File: config.mk
export PLATFORM = sky130hd
export DESIGN_NAME = fsk_sine_mod
export DESIGN_NICKNAME = d
export VERILOG_FILES = /design/src/rtl/fsk_pkg.sv /design/src/rtl/fsk_bit_timer.sv /design/src/rtl/fsk_phase_map.sv /design/src/rtl/fsk_sine_rom.sv /design/src/rtl/fsk_sine_mod.sv
export SDC_FILE = /design/constraint.sdc
export NUM_CORES = 1
export LEC_CHECK = 0
export CAP_MARGIN = 20
export CORE_AREA = 2 2 42 82
export CTS_CLUSTER_DIAMETER = 100
export DETAILED_ROUTE_END_ITERATION = 10
export DIE_AREA = 0 0 44 84
export DONT_BUFFER_PORTS = 1
export PLACE_DENSITY = 0.64
export RECOVER_POWER = 50
export SLEW_MARGIN = 20
export SYNTH_ARGS = -nofsm -noshare
export SYNTH_HDL_FRONTEND = slang
export SYNTH_SLANG_ARGS = --single-unit
File: constraint.sdc
create_clock -name clk -period 3.95 [get_ports clk]
set_input_delay 0.5925 -clock clk [delete_from_list [all_inputs] [get_ports clk]]
set_output_delay 0.5925 -clock clk [all_outputs]
set_load 0.05 [all_outputs]
File: src/rtl/fsk_pkg.sv
package fsk_pkg;

    // Samples per data bit (sample clock / bit rate)
    localparam int BIT_LEN = 20;
    localparam int CNT_W   = $clog2(BIT_LEN);
    localparam int TBL_W   = 16;

    // Full-scale sine over one 20-sample period, amplitude 32767
    function automatic logic signed [TBL_W-1:0] sine_tbl(input logic [CNT_W-1:0] k);
        logic [CNT_W-1:0]        q;
        logic signed [TBL_W-1:0] mag;
        // fold into the first half-period, then mirror about its peak
        q = (k >= CNT_W'(BIT_LEN/2)) ? k - CNT_W'(BIT_LEN/2) : k;
        if (q > CNT_W'(BIT_LEN/4)) q = CNT_W'(BIT_LEN/2) - q;
        case (q)
            5'd1:    mag = 16'sd10126;
            5'd2:    mag = 16'sd19260;
            5'd3:    mag = 16'sd26509;
            5'd4:    mag = 16'sd31163;
            5'd5:    mag = 16'sd32767;
            default: mag = 16'sd0;
        endcase
        return (k >= CNT_W'(BIT_LEN/2)) ? -mag : mag;
    endfunction

endpackage

File: src/rtl/fsk_bit_timer.sv
module fsk_bit_timer
    import fsk_pkg::*;
(
    input  logic [CNT_W-1:0] cnt_q,
    output logic [CNT_W-1:0] cnt_nxt,
    output logic             at_start
);
    localparam logic [CNT_W-1:0] LAST = CNT_W'(BIT_LEN - 1);

    always_comb begin
        at_start = (cnt_q == '0);
        cnt_nxt  = (cnt_q == LAST) ? '0 : cnt_q + 1'b1;
    end
endmodule

File: src/rtl/fsk_phase_map.sv
module fsk_phase_map
    import fsk_pkg::*;
(
    input  logic             tone_lo,
    input  logic [CNT_W-1:0] pos,
    output logic [CNT_W-1:0] idx
);
    logic [CNT_W:0] dbl;

    always_comb begin
        dbl = {pos, 1'b0};
        if (dbl >= (CNT_W+1)'(BIT_LEN))
            dbl = dbl - (CNT_W+1)'(BIT_LEN);
        idx = tone_lo ? pos : dbl[CNT_W-1:0];
    end
endmodule

File: src/rtl/fsk_sine_rom.sv
module fsk_sine_rom
    import fsk_pkg::*;
#(
    parameter int SAMP_W = 12
) (
    input  logic [CNT_W-1:0]         idx,
    output logic signed [SAMP_W-1:0] samp
);
    localparam int SHIFT = TBL_W - SAMP_W;

    logic signed [TBL_W-1:0] full;
    logic signed [TBL_W-1:0] scaled;

    generate
        if (SHIFT > 0) begin : g_shift
            always_comb scaled = full >>> SHIFT;
        end else begin : g_pass
            always_comb scaled = full;
        end
    endgenerate

    always_comb begin
        full = sine_tbl(idx);
        samp = scaled[SAMP_W-1:0];
    end
endmodule

File: src/rtl/fsk_sine_mod.sv
module fsk_sine_mod
    import fsk_pkg::*;
#(
    parameter int SAMP_W = 12
) (
    input  logic                     clk,
    input  logic                     rst_n,
    input  logic                     en,
    input  logic                     bit_in,
    output logic signed [SAMP_W-1:0] samp_o,
    output logic                     samp_vld_o
);
    typedef struct packed {
        logic [CNT_W-1:0]         cnt;
        logic                     bit_hold;
        logic signed [SAMP_W-1:0] samp;
        logic                     vld;
    } st_t;

    st_t st_d, st_q;

    logic [CNT_W-1:0]         cnt_nxt;
    logic                     at_start;
    logic                     cur_bit;
    logic [CNT_W-1:0]         idx;
    logic signed [SAMP_W-1:0] rom_samp;

    // names seen by the bound checker
    logic [CNT_W-1:0] cnt_w;
    logic             bit_hold_w;

    fsk_bit_timer u_timer (
        .cnt_q    (st_q.cnt),
        .cnt_nxt  (cnt_nxt),
        .at_start (at_start)
    );

    fsk_phase_map u_phase (
        .tone_lo (cur_bit),
        .pos     (st_q.cnt),
        .idx     (idx)
    );

    fsk_sine_rom #(.SAMP_W(SAMP_W)) u_rom (
        .idx  (idx),
        .samp (rom_samp)
    );

    always_comb begin
        cur_bit = at_start ? bit_in : st_q.bit_hold;
        st_d    = st_q;
        if (!en) begin
            st_d.cnt  = '0;
            st_d.samp = '0;
            st_d.vld  = 1'b0;
        end else begin
            st_d.cnt      = cnt_nxt;
            st_d.bit_hold = cur_bit;
            st_d.samp     = rom_samp;
            st_d.vld      = 1'b1;
        end
    end

    always_ff @(posedge clk or negedge rst_n) begin
        if (!rst_n) st_q <= '0;
        else        st_q <= st_d;
    end

    assign samp_o     = st_q.samp;
    assign samp_vld_o = st_q.vld;
    assign cnt_w      = st_q.cnt;
    assign bit_hold_w = st_q.bit_hold;
endmodule

==> results_dict.tcl, run 1 <==
set metrics [dict create \
    status "complete, no violations" \
    start_kind "register" \
    timing.fmax_mhz 259 \
    ir_drop_mv 0.197 \
    cp-startpoint "cnt_w[1]" \
    reg2reg_depth 15 \
    cp_max_fo 4 \
    drt-total-wl_um 3870 \
    critical_path_required_ns 4.11 \
    power_uw 756 \
    initial_core_util_pct 47.4 \
    num_io_pins 17 \
    p_comb_share_pct 42.1 \
    wl_per_cell_um 17.0 \
    clock_latency_ns 0.24 \
    critPathCapture "samp_o[4]" \
    grt_max_degree 20 \
    drtIter0Drc 52 \
    numCtsBuffers 3 \
    synth_ff_type "dfrtp_1" \
    slowest_delay_ns 0.51 \
    pwr-share-seq_pct 41.2 \
    antenna_found_initial 0 \
    final_max_slew_viol_count 0 \
    yosysSeqAreaShare_pct 32.1 \
    setup_viol 0 \
    rrSetupSlack_ns 0.1 \
    switching_power_uw 313 \
    slowest_stage "or4_4" \
    nets 209 \
    diodes 0 \
    dp_hpwl_um 2960 \
    root_buffer "clkbuf_8" \
    syn_inst 170 \
    tns_ns 0 \
    die_h_um 84 \
    grt_pass1_wl_um 6030 \
    tritoncts "built" \
    grt.total_usage_pct 20.8 \
    p_leak_uw 0.000814 \
    hold_viol 0 \
    cp_common_cell "or4_4" \
    route.vias.total 1409 \
    fp.dieW_um 44 \
    worst_slew_pin_slew_ns 0.478 \
    die-area_um2 3700 \
    fin_crit_ns 3.85 \
    floorplan.rows 29 \
    avgSynthCellArea_um2 8.70 \
    finClkSkew_ns 0.000837 \
    hold_buffers 0 \
    drt_pass1_iterations 4 \
    port_buffers 0 \
    hp-class "in2async" \
    grt_pass1_vias 1378 \
    core_um2 3120 \
    via_per_inst 6.18 \
    path_class "reg2reg" \
    clkTransAtPathRegs_ns 0.06 \
    synth_edf_count 0 \
    syn_nets 181 \
    max_slew_margin_pct 68.2 \
    place_congestion 0.878 \
    timing.rr.end "samp_o[4]" \
    cts_buffer_depth 2 \
    crit_path_end_kind "register" \
    area_growth_pct 29.1 \
    async_reset_ff_share_pct 100 \
    clkPwrFrac_pct 16.7 \
    yosys_warnings 0 \
    internal_power_uw 443 \
    maxCapViolCount 0 \
    ys_ff_latch 19 \
    worstPathCellList "ha_4 -> and3b_2 -> or4_4 -> a21oi_4 -> o221ai_4 -> xnor2_2 -> ha_2 -> o21bai_1 -> a221o_1 -> or4_4 -> nor2_4 -> nor3b_2 -> ha_1 -> nor2_1 -> a211oi_1" \
    cts.sinks 19 \
    grt_overflow_total 0 \
    drive_gt1_share_pct 36.5 \
    critical_path_arrival_ns 4.01 \
    worstReg2RegStart "cnt_w[1]" \
    synth_cell_types 52 \
    switching_share_pct 41.5 \
    finalCritPeriodShare_pct 97.6 \
    pwr_density_cell_nw_per_um2 396 \
    rsz0062_at_grt "yes" \
    route.detailed.drc 0 \
    syn-cell-area_um2 1480 \
    postRouteAntennaNets 0 \
    htreeDepth 1 \
]
[power by group through the flow]
stage	registers [uW]	clock network [uW]	logic (uW)
after floorplan	313	0	190
after global placement	315	0	263
after detailed placement	314	0	269
after CTS	311	130	269
after global routing	315	137	348
final	311	126	318
[metal layers]
layer / up-vias / part of all wire [%] / track usage, %
met2: 28 / 60 / 39.8
met1: 686 / 36 / 20.8
li1: 687 / - / -
met4: 0 / 2.3 / 10.2
met5: - / 0 / 0
met3: 8 / 1.9 / 1.30
[cell type report]
class / instances / area, um2
multi-input combinational: 137 / 1090
fill: 258 / 1210
sequential: 19 / 478
tap: 31 / 38.8
clock buffer: 4 / 45.0
inverter: 6 / 25.0
timing repair buffer: 31 / 236
[worst max-delay path, delay by kind of cell, from the launching register on]
kind / cells / cell delay (ns)
compound gates: 5 / 1.03
xor+xnor: 1 / 0.16
fa+ha+maj: 3 / 0.66
flops: 1 / 0.44
simple gates: 6 / 1.46
[repair_timing]
item                                    4_1_cts  5_1_grt
setup buffers                                 0        7
gates resized for setup                       0       20
pin swaps                                     1        9
endpoints found under the setup margin        2       10
[metrics by stage]
step           util (%)  cell area [um2]  setup slack [ns]  hold WS (ns)  cells
2_1_floorplan         -             1530          0.000869         0.297    170
6_report           61.2             1910            0.0963        0.0356    228
5_1_grt            61.2             1910           -0.0355        0.0232    228
4_1_cts            56.1             1750            0.0165        0.0317    221
3_3_place_gp       54.7             1710            0.0992         0.297    217
3_5_place_dp       54.7             1710            0.0177         0.297    217
[Yosys cell counts, types with 2 or more instances]
master | n | area, um2
dfrtp_1 | 19 | 475
or4_1 | 3 | 22.5
o21bai_1 | 3 | 22.5
or2_2 | 2 | 12.5
a211oi_2 | 2 | 25.0
a221o_1 | 2 | 20.0
o31ai_2 | 2 | 25.0
a211oi_1 | 3 | 22.5
nand4_1 | 3 | 18.8
a21oi_1 | 15 | 75.1
nand2_1 | 15 | 56.3
buf_2 | 3 | 15.0
nor3_1 | 7 | 35.0
clkbuf_1 | 4 | 15.0
nor2b_1 | 3 | 18.8
nand3_1 | 4 | 20.0
o21ai_0 | 10 | 50.1
a32oi_2 | 2 | 32.5
ha_1 | 7 | 87.6
nor2_1 | 20 | 75.1
mux2i_1 | 3 | 30.0
inv_1 | 6 | 22.5
o211ai_1 | 2 | 15.0
xnor2_1 | 2 | 17.5
[registers in the layout (all words and copies together), names as in the netlist]
| register | count |
|---|---|
| cnt_w | 5 |
| bit_hold_w | 1 |
| samp_o | 12 |
| samp_vld_o | 1 |
[cell families (layout without fill, tap and decap cells)]
logic type               count (synthesis)  in the layout  share of synthesized area [%]
AND/OR/NAND/NOR                         69             69                           25.1
flip-flops                              19             19                           32.1
buffers and inverters                   14             41                           4.31
multiplexers                             5              5                           3.72
adder cells (fa/ha/maj)                  7              7                           5.92
AO/OA/AOI/OAI                           53             53                           27.0
XOR/XNOR                                 3              3                           1.78
[worst min-delay path by stage]
stage / to / from / depth (start not counted)
floorplan: bit_hold_w / rst_n / 0
global placement: cnt_w[3] / rst_n / 0
detailed placement: cnt_w[4] / rst_n / 0
CTS: samp_o[9] / rst_n / 0
global route: cnt_w[4] / rst_n / 0
finish: cnt_w[3] / rst_n / 0
[placed cells by master (no fill, tap or decap), drive strengths merged, types with 2 or more instances in the layout]
| master | n |
|---|---|
| o21ai | 10 |
| or4 | 4 |
| o31ai | 2 |
| ha | 7 |
| nor2b | 3 |
| o211ai | 3 |
| inv | 6 |
| nor2 | 21 |
| nor3b | 2 |
| or2 | 2 |
| buf | 31 |
| a21oi | 15 |
| o221ai | 2 |
| xnor2 | 2 |
| clkbuf | 4 |
| nor3 | 7 |
| a221o | 2 |
| nand2 | 16 |
| nand4 | 3 |
| mux2i | 4 |
| nand3 | 4 |
| a211oi | 5 |
| a32oi | 2 |
| o21bai | 3 |
| dfrtp | 19 |
No activity file was read; power rests on OpenSTA's default activity.
==> inputs of run 2 (changes only) <==
- PLACE_DENSITY: 0.64 -> 0.62
- clock period: 3.95 -> 4.2 ns (I/O delays scaled with it)
==> run 2 against run 1 <==
Effect of this change: sequential share of layout area rose by 3.2 points; maximum frequency fell by 3.6%; clock skew barely moved; combinational power is 27% lower; highest routed layer unchanged.
==> results_dict.tcl, run 2 (synthesized netlist as in run 1, its figures left out) <==
set metrics [dict create \
    die_h_um 84 \
    final_cell_mix "nor2_1 (20), dfrtp_1 (19), buf_4 (16)" \
    internal_power_uw 373 \
    max_slew_margin_pct 63.9 \
    mostFrequentLayoutCell "nor2_1" \
    route.detailed.drc 0 \
    hold_viol 0 \
    drt_pass1_iterations 4 \
    maxCapViolCount 0 \
    cp_max_fo 5 \
    reg2reg_depth 17 \
    pwr-share-seq_pct 45.5 \
    postLayoutCoreUtil_pct 54.0 \
    floorplan.rows 29 \
    cts.sinks 19 \
    port_buffers 0 \
    start_kind "register" \
    worst_slew_pin_slew_ns 0.535 \
    p_leak_uw 0.000728 \
    grt_overflow_total 0 \
    worstPathCellList "inv_1 -> ha_2 -> nor2b_1 -> or4_4 -> a21oi_2 -> o221ai_2 -> xnor2_1 -> ha_2 -> o21bai_1 -> a221o_1 -> or4_4 -> nor2_4 -> nor3b_1 -> ha_1 -> nor2_1 -> xnor2_1 -> nor2_1" \
    antenna_found_initial 0 \
    drt-total-wl_um 3410 \
    cp.depth 17 \
    path_class "reg2reg" \
    clkTransAtPathRegs_ns 0.06 \
    core_um2 3120 \
    grt_pass1_wl_um 5640 \
    pwr_density_cell_nw_per_um2 383 \
    slowest_delay_ns 0.55 \
    die-area_um2 3700 \
    p_comb_share_pct 36.2 \
    wl_per_cell_um 16.0 \
    placed_area_um2 1590 \
    timing.fmax_mhz 250 \
    nets 194 \
    postRouteAntennaNets 0 \
    slowest_stage "or4_4" \
    htreeDepth 1 \
    place_congestion 0.890 \
    final_max_slew_viol_count 0 \
    grt.total_usage_pct 19.5 \
    route.vias.total 1346 \
    tritoncts "built" \
    critical_path_arrival_ns 4.12 \
    hp-class "in2async" \
    switching_power_uw 272 \
    num_io_pins 17 \
    finClkSkew_ns 0.000808 \
    numCtsBuffers 3 \
    drtIter0Drc 54 \
    diodes 0 \
    area_growth_pct 14.0 \
    cp_num_buf_inv 1 \
    hold_buffers 0 \
    finalCritPeriodShare_pct 95.2 \
    fill_cells 284 \
    via_per_inst 6.32 \
    crit_path_end_kind "register" \
    holdWs_ns 0.0725 \
    dp_hpwl_um 2650 \
    largest_reg_flops 12 \
    grt_max_degree 20 \
    critPathTopFamily "simple AND/OR/NAND/NOR gates" \
    fin_area_um2 1690 \
    status "complete, no violations" \
    ir_drop_mv 0.184 \
    setup_viol 0 \
    dp_worst_setup_slack_ns 0.00551 \
    fp.dieW_um 44 \
    clock_latency_ns 0.25 \
    root_buffer "clkbuf_8" \
    initial_core_util_pct 47.4 \
    clkPwrFrac_pct 18.3 \
    fin_ws_ns 0.202 \
    critical_path_required_ns 4.32 \
    drive_gt1_share_pct 24.2 \
    cts_buffer_depth 2 \
    switching_share_pct 42.2 \
    fin_crit_ns 4.00 \
    grt_pass1_vias 1330 \
]
==> run 2: cell count changes in the layout (fill, tap and decap cells not counted), sizes merged <==
| cell | delta |
|---|---|
| buf | -15 |
==> run 2: area by class of cell <==
class	count	area (um2)	area share, %
Tap cell	31	38.8	2.30
Sequential cell	19	475	28.2
Inverter	6	22.5	1.34
Timing Repair Buffer	16	120	7.13
Clock buffer	4	45.0	2.67
Multi-Input combinational cell	137	983	58.4
==> run 2: worst register-to-register path, stage by stage (launching register included) <==
cell      delay [ns]
dfrtp_1         0.42
inv_1           0.12
ha_2            0.21
nor2b_1         0.08
or4_4           0.49
a21oi_2         0.19
o221ai_2        0.13
xnor2_1         0.17
ha_2            0.22
o21bai_1        0.16
a221o_1         0.39
or4_4           0.55
nor2_4          0.12
nor3b_1         0.07
ha_1            0.22
nor2_1          0.14
xnor2_1         0.13
nor2_1          0.06
==> run 2: timing repair <==
item / 4_1_cts / 5_1_grt
buffers inserted: 0 / 1
pin swaps: 1 / 2
endpoints found under the setup margin: 1 / 5
cloned: 0 / 0
gates resized for setup: 3 / 6
==> run 2: metal layers <==
metal	GRT usage, %	vias up	routed length [um]
li1	-	653	-
met1	20.2	644	1270
met2	33.8	37	1890
met3	1.95	12	89
met4	14.0	0	164
met5	0	-	0
==> run 2: path summary, 6_finish.rpt <==
kind	to	slack, ns	startpoint
max	samp_o[8]	0.20	cnt_w[1]
min	cnt_w[0]	0.07	rst_n
max reg2reg	samp_o[8]	0.20	cnt_w[1]
min reg2reg	cnt_w[0]	0.62	cnt_w[0]
max in group asynchronous	samp_o[3]	4.06	rst_n
min in group clk	samp_vld_o	0.41	en
==> run 2: through the flow <==
| step | setup TNS (ns) | power (uW) | instances |
|---|---|---|---|
| final | 0 | 646 | 213 |
| after global routing | -0.00799 | 684 | 213 |
| after CTS | 0 | 636 | 212 |
| after detailed placement | 0 | 514 | 208 |
| after global placement | 0 | 509 | 208 |
| after floorplan | 0 | 462 | 170 |
==> run 2: power by group through the flow <==
stage	clock network [uW]	logic [uW]	registers (uW)
floorplan	0	169	293
global placement	0	211	298
detailed placement	0	216	298
CTS	121	220	295
global route	128	259	297
finish	118	233	294
==> inputs of run 3 (changes only) <==
--- a/config.mk
+++ b/config.mk
@@ -14,4 +14,5 @@
 export PLACE_DENSITY = 0.62
 export RECOVER_POWER = 50
+export REMOVE_ABC_BUFFERS = 1
 export SLEW_MARGIN = 20
 export SYNTH_ARGS = -nofsm -noshare
==> constraint.sdc (replaced) <==
create_clock -name clk -period 4.2 [get_ports clk]
set_input_delay 0.42 -clock clk [delete_from_list [all_inputs] [get_ports clk]]
set_output_delay 0.42 -clock clk [all_outputs]
set_load 0.05 [all_outputs]
==> run 3 against run 2 <==
Effect of this change: total power rose by 2.4%; routed wire length barely moved; count of clock-buffer cells in the layout did not move; die area did not move; via count barely moved; global-route usage rose by 0.39 points; critical endpoint unchanged.
==> results_dict.tcl, run 3 (synthesized netlist as in run 1, its figures left out) <==
set metrics [dict create \
    status "complete, no violations" \
    floorplan.rows 29 \
    final_cells 214 \
    fin_ws_ns 0.183 \
    grt_max_degree 20 \
    grt_pass1_wl_um 5740 \
    root_buffer "clkbuf_8" \
    postRouteAntennaNets 0 \
    die_h_um 84 \
    drt_pass1_iterations 4 \
    place_congestion 0.876 \
    antenna_found_initial 0 \
    largest_reg_flops 12 \
    drive_gt1_share_pct 25.7 \
    drt-total-wl_um 3420 \
    rrSetupSlack_ns 0.18 \
    port_buffers 0 \
    critPathTopFamily "simple AND/OR/NAND/NOR gates" \
    area_growth_pct 15.9 \
    maxCapViolCount 0 \
    critical_path_arrival_ns 4.14 \
    grt_pass1_vias 1274 \
    whs_endpoint "samp_vld_o" \
    htreeDepth 1 \
    placed_area_um2 1590 \
    worstReg2RegStart "cnt_w[1]" \
    worstPathCellList "inv_1 -> ha_2 -> nor2b_1 -> or4_4 -> a21oi_4 -> o221ai_2 -> xnor2_2 -> ha_2 -> o21bai_1 -> a221o_1 -> or4_4 -> nor2_4 -> nor3b_2 -> ha_1 -> nor2_2 -> xnor2_1 -> nor2_1" \
    diodes 0 \
    ir_drop_mv 0.144 \
    fin_crit_ns 4.02 \
    finClkSkew_ns 0.00509 \
    timing.rr.end "samp_o[8]" \
    min-delay-start "en" \
    max_slew_margin_pct 48.0 \
    critical_path_required_ns 4.32 \
    wl_per_cell_um 16.0 \
    timing.fmax_mhz 249 \
    path_class "reg2reg" \
    hold_viol 0 \
    numCtsBuffers 3 \
    nets 195 \
    mostFrequentLayoutCell "nor2_1" \
    slowest_stage "or4_4" \
    pwr_density_cell_nw_per_um2 386 \
    whs_path_depth 0 \
    die-area_um2 3700 \
    dp_worst_setup_slack_ns 0.0222 \
    fin_area_um2 1710 \
    final_max_slew_viol_count 0 \
    num_io_pins 17 \
    grt.total_usage_pct 19.9 \
    final_cell_mix "nor2_1 (19), dfrtp_1 (18), nand2_1 (15), buf_4 (15), a21oi_1 (14)" \
    cts.sinks 19 \
    finalCritPeriodShare_pct 95.6 \
    cts_buffer_depth 2 \
    route.detailed.drc 0 \
    fp.dieW_um 44 \
    clkTransAtPathRegs_ns 0.07 \
    cp_max_fo 6 \
    slowest_delay_ns 0.56 \
    drtIter0Drc 29 \
    crit_path_end_kind "register" \
    dp_hpwl_um 2710 \
    tritoncts "built" \
    reg2reg_depth 17 \
    core_um2 3120 \
    p_leak_uw 0.000732 \
    cp_num_buf_inv 1 \
    tns_ns 0 \
    register_area_um2 477 \
    worst_slew_pin_slew_ns 0.777 \
    multiInputGateArea_um2 1000 \
    via_per_inst 6.29 \
    fill_cells 269 \
    setup_viol 0 \
    hp-class "in2reg" \
    grt_overflow_total 0 \
    dpl.cell_count 208 \
    initial_core_util_pct 47.4 \
    route.vias.total 1345 \
    start_kind "register" \
    clock_latency_ns 0.25 \
]
## run 3: worst max-delay path by stage
stage | from | to | slack (ns) | depth (start not counted)
global placement | cnt_w[1] | samp_o[8] | 0.12 | 17
CTS | cnt_w[1] | samp_o[4] | 0.008 | 16
floorplan | cnt_w[0] | samp_o[8] | 0.05 | 17
detailed placement | cnt_w[1] | samp_o[8] | 0.02 | 17
finish | cnt_w[1] | samp_o[8] | 0.18 | 17
global route | cnt_w[1] | samp_o[8] | -0.04 | 17
## run 3: power by group
part           switching (uW)  internal (uW)  leakage [uW]
logic                     140            106      0.000459
clock network            53.5           67.3     0.0000228
registers                88.5            206      0.000251
total                     282            380      0.000732
## run 3: stage by stage
step | power [uW] | util (%) | hold WS, ns
after floorplan | 459 | - | 0.124
after global placement | 514 | 50.9 | 0.125
after detailed placement | 517 | 50.9 | 0.125
after CTS | 644 | 52.8 | 0.188
after global routing | 702 | 54.9 | 0.180
final | 661 | 54.9 | 0.192
## run 3: worst register-to-register path, cell delays in order, from the launching register on
cell      delay [ns]
dfrtp_2         0.45
inv_1           0.12
ha_2            0.21
nor2b_1         0.08
or4_4           0.51
a21oi_4         0.18
o221ai_2        0.14
xnor2_2         0.17
ha_2            0.21
o21bai_1        0.15
a221o_1         0.39
or4_4           0.56
nor2_4          0.13
nor3b_2         0.08
ha_1            0.23
nor2_2          0.13
xnor2_1         0.13
nor2_1          0.05
## run 3: area by class of cell
| class | instances | share of cell area, % |
|---|---|---|
| Timing Repair Buffer | 17 | 7.37 |
| Tap cell | 31 | 2.26 |
| Multi-Input combinational cell | 137 | 58.6 |
| Clock buffer | 4 | 2.63 |
| Inverter | 6 | 1.31 |
| Sequential cell | 19 | 27.8 |
## run 3: repair_timing
action	4_1_cts	5_1_grt
buffers inserted	0	1
pin swaps	1	3
gates resized for setup	2	12
endpoints found under the hold margin	19	0
setup endpoints to repair	1	7
cloned	0	0
hold buffers	1	0
## run 3: metal layers
| layer | vias up | global-route usage (%) | wire length, um |
|---|---|---|---|
| met4 | 0 | 11.3 | 127 |
| li1 | 657 | - | - |
| met3 | 12 | 1.52 | 98 |
| met5 | - | 0 | 0 |
| met1 | 636 | 21.8 | 1300 |
| met2 | 40 | 35.0 | 1900 |
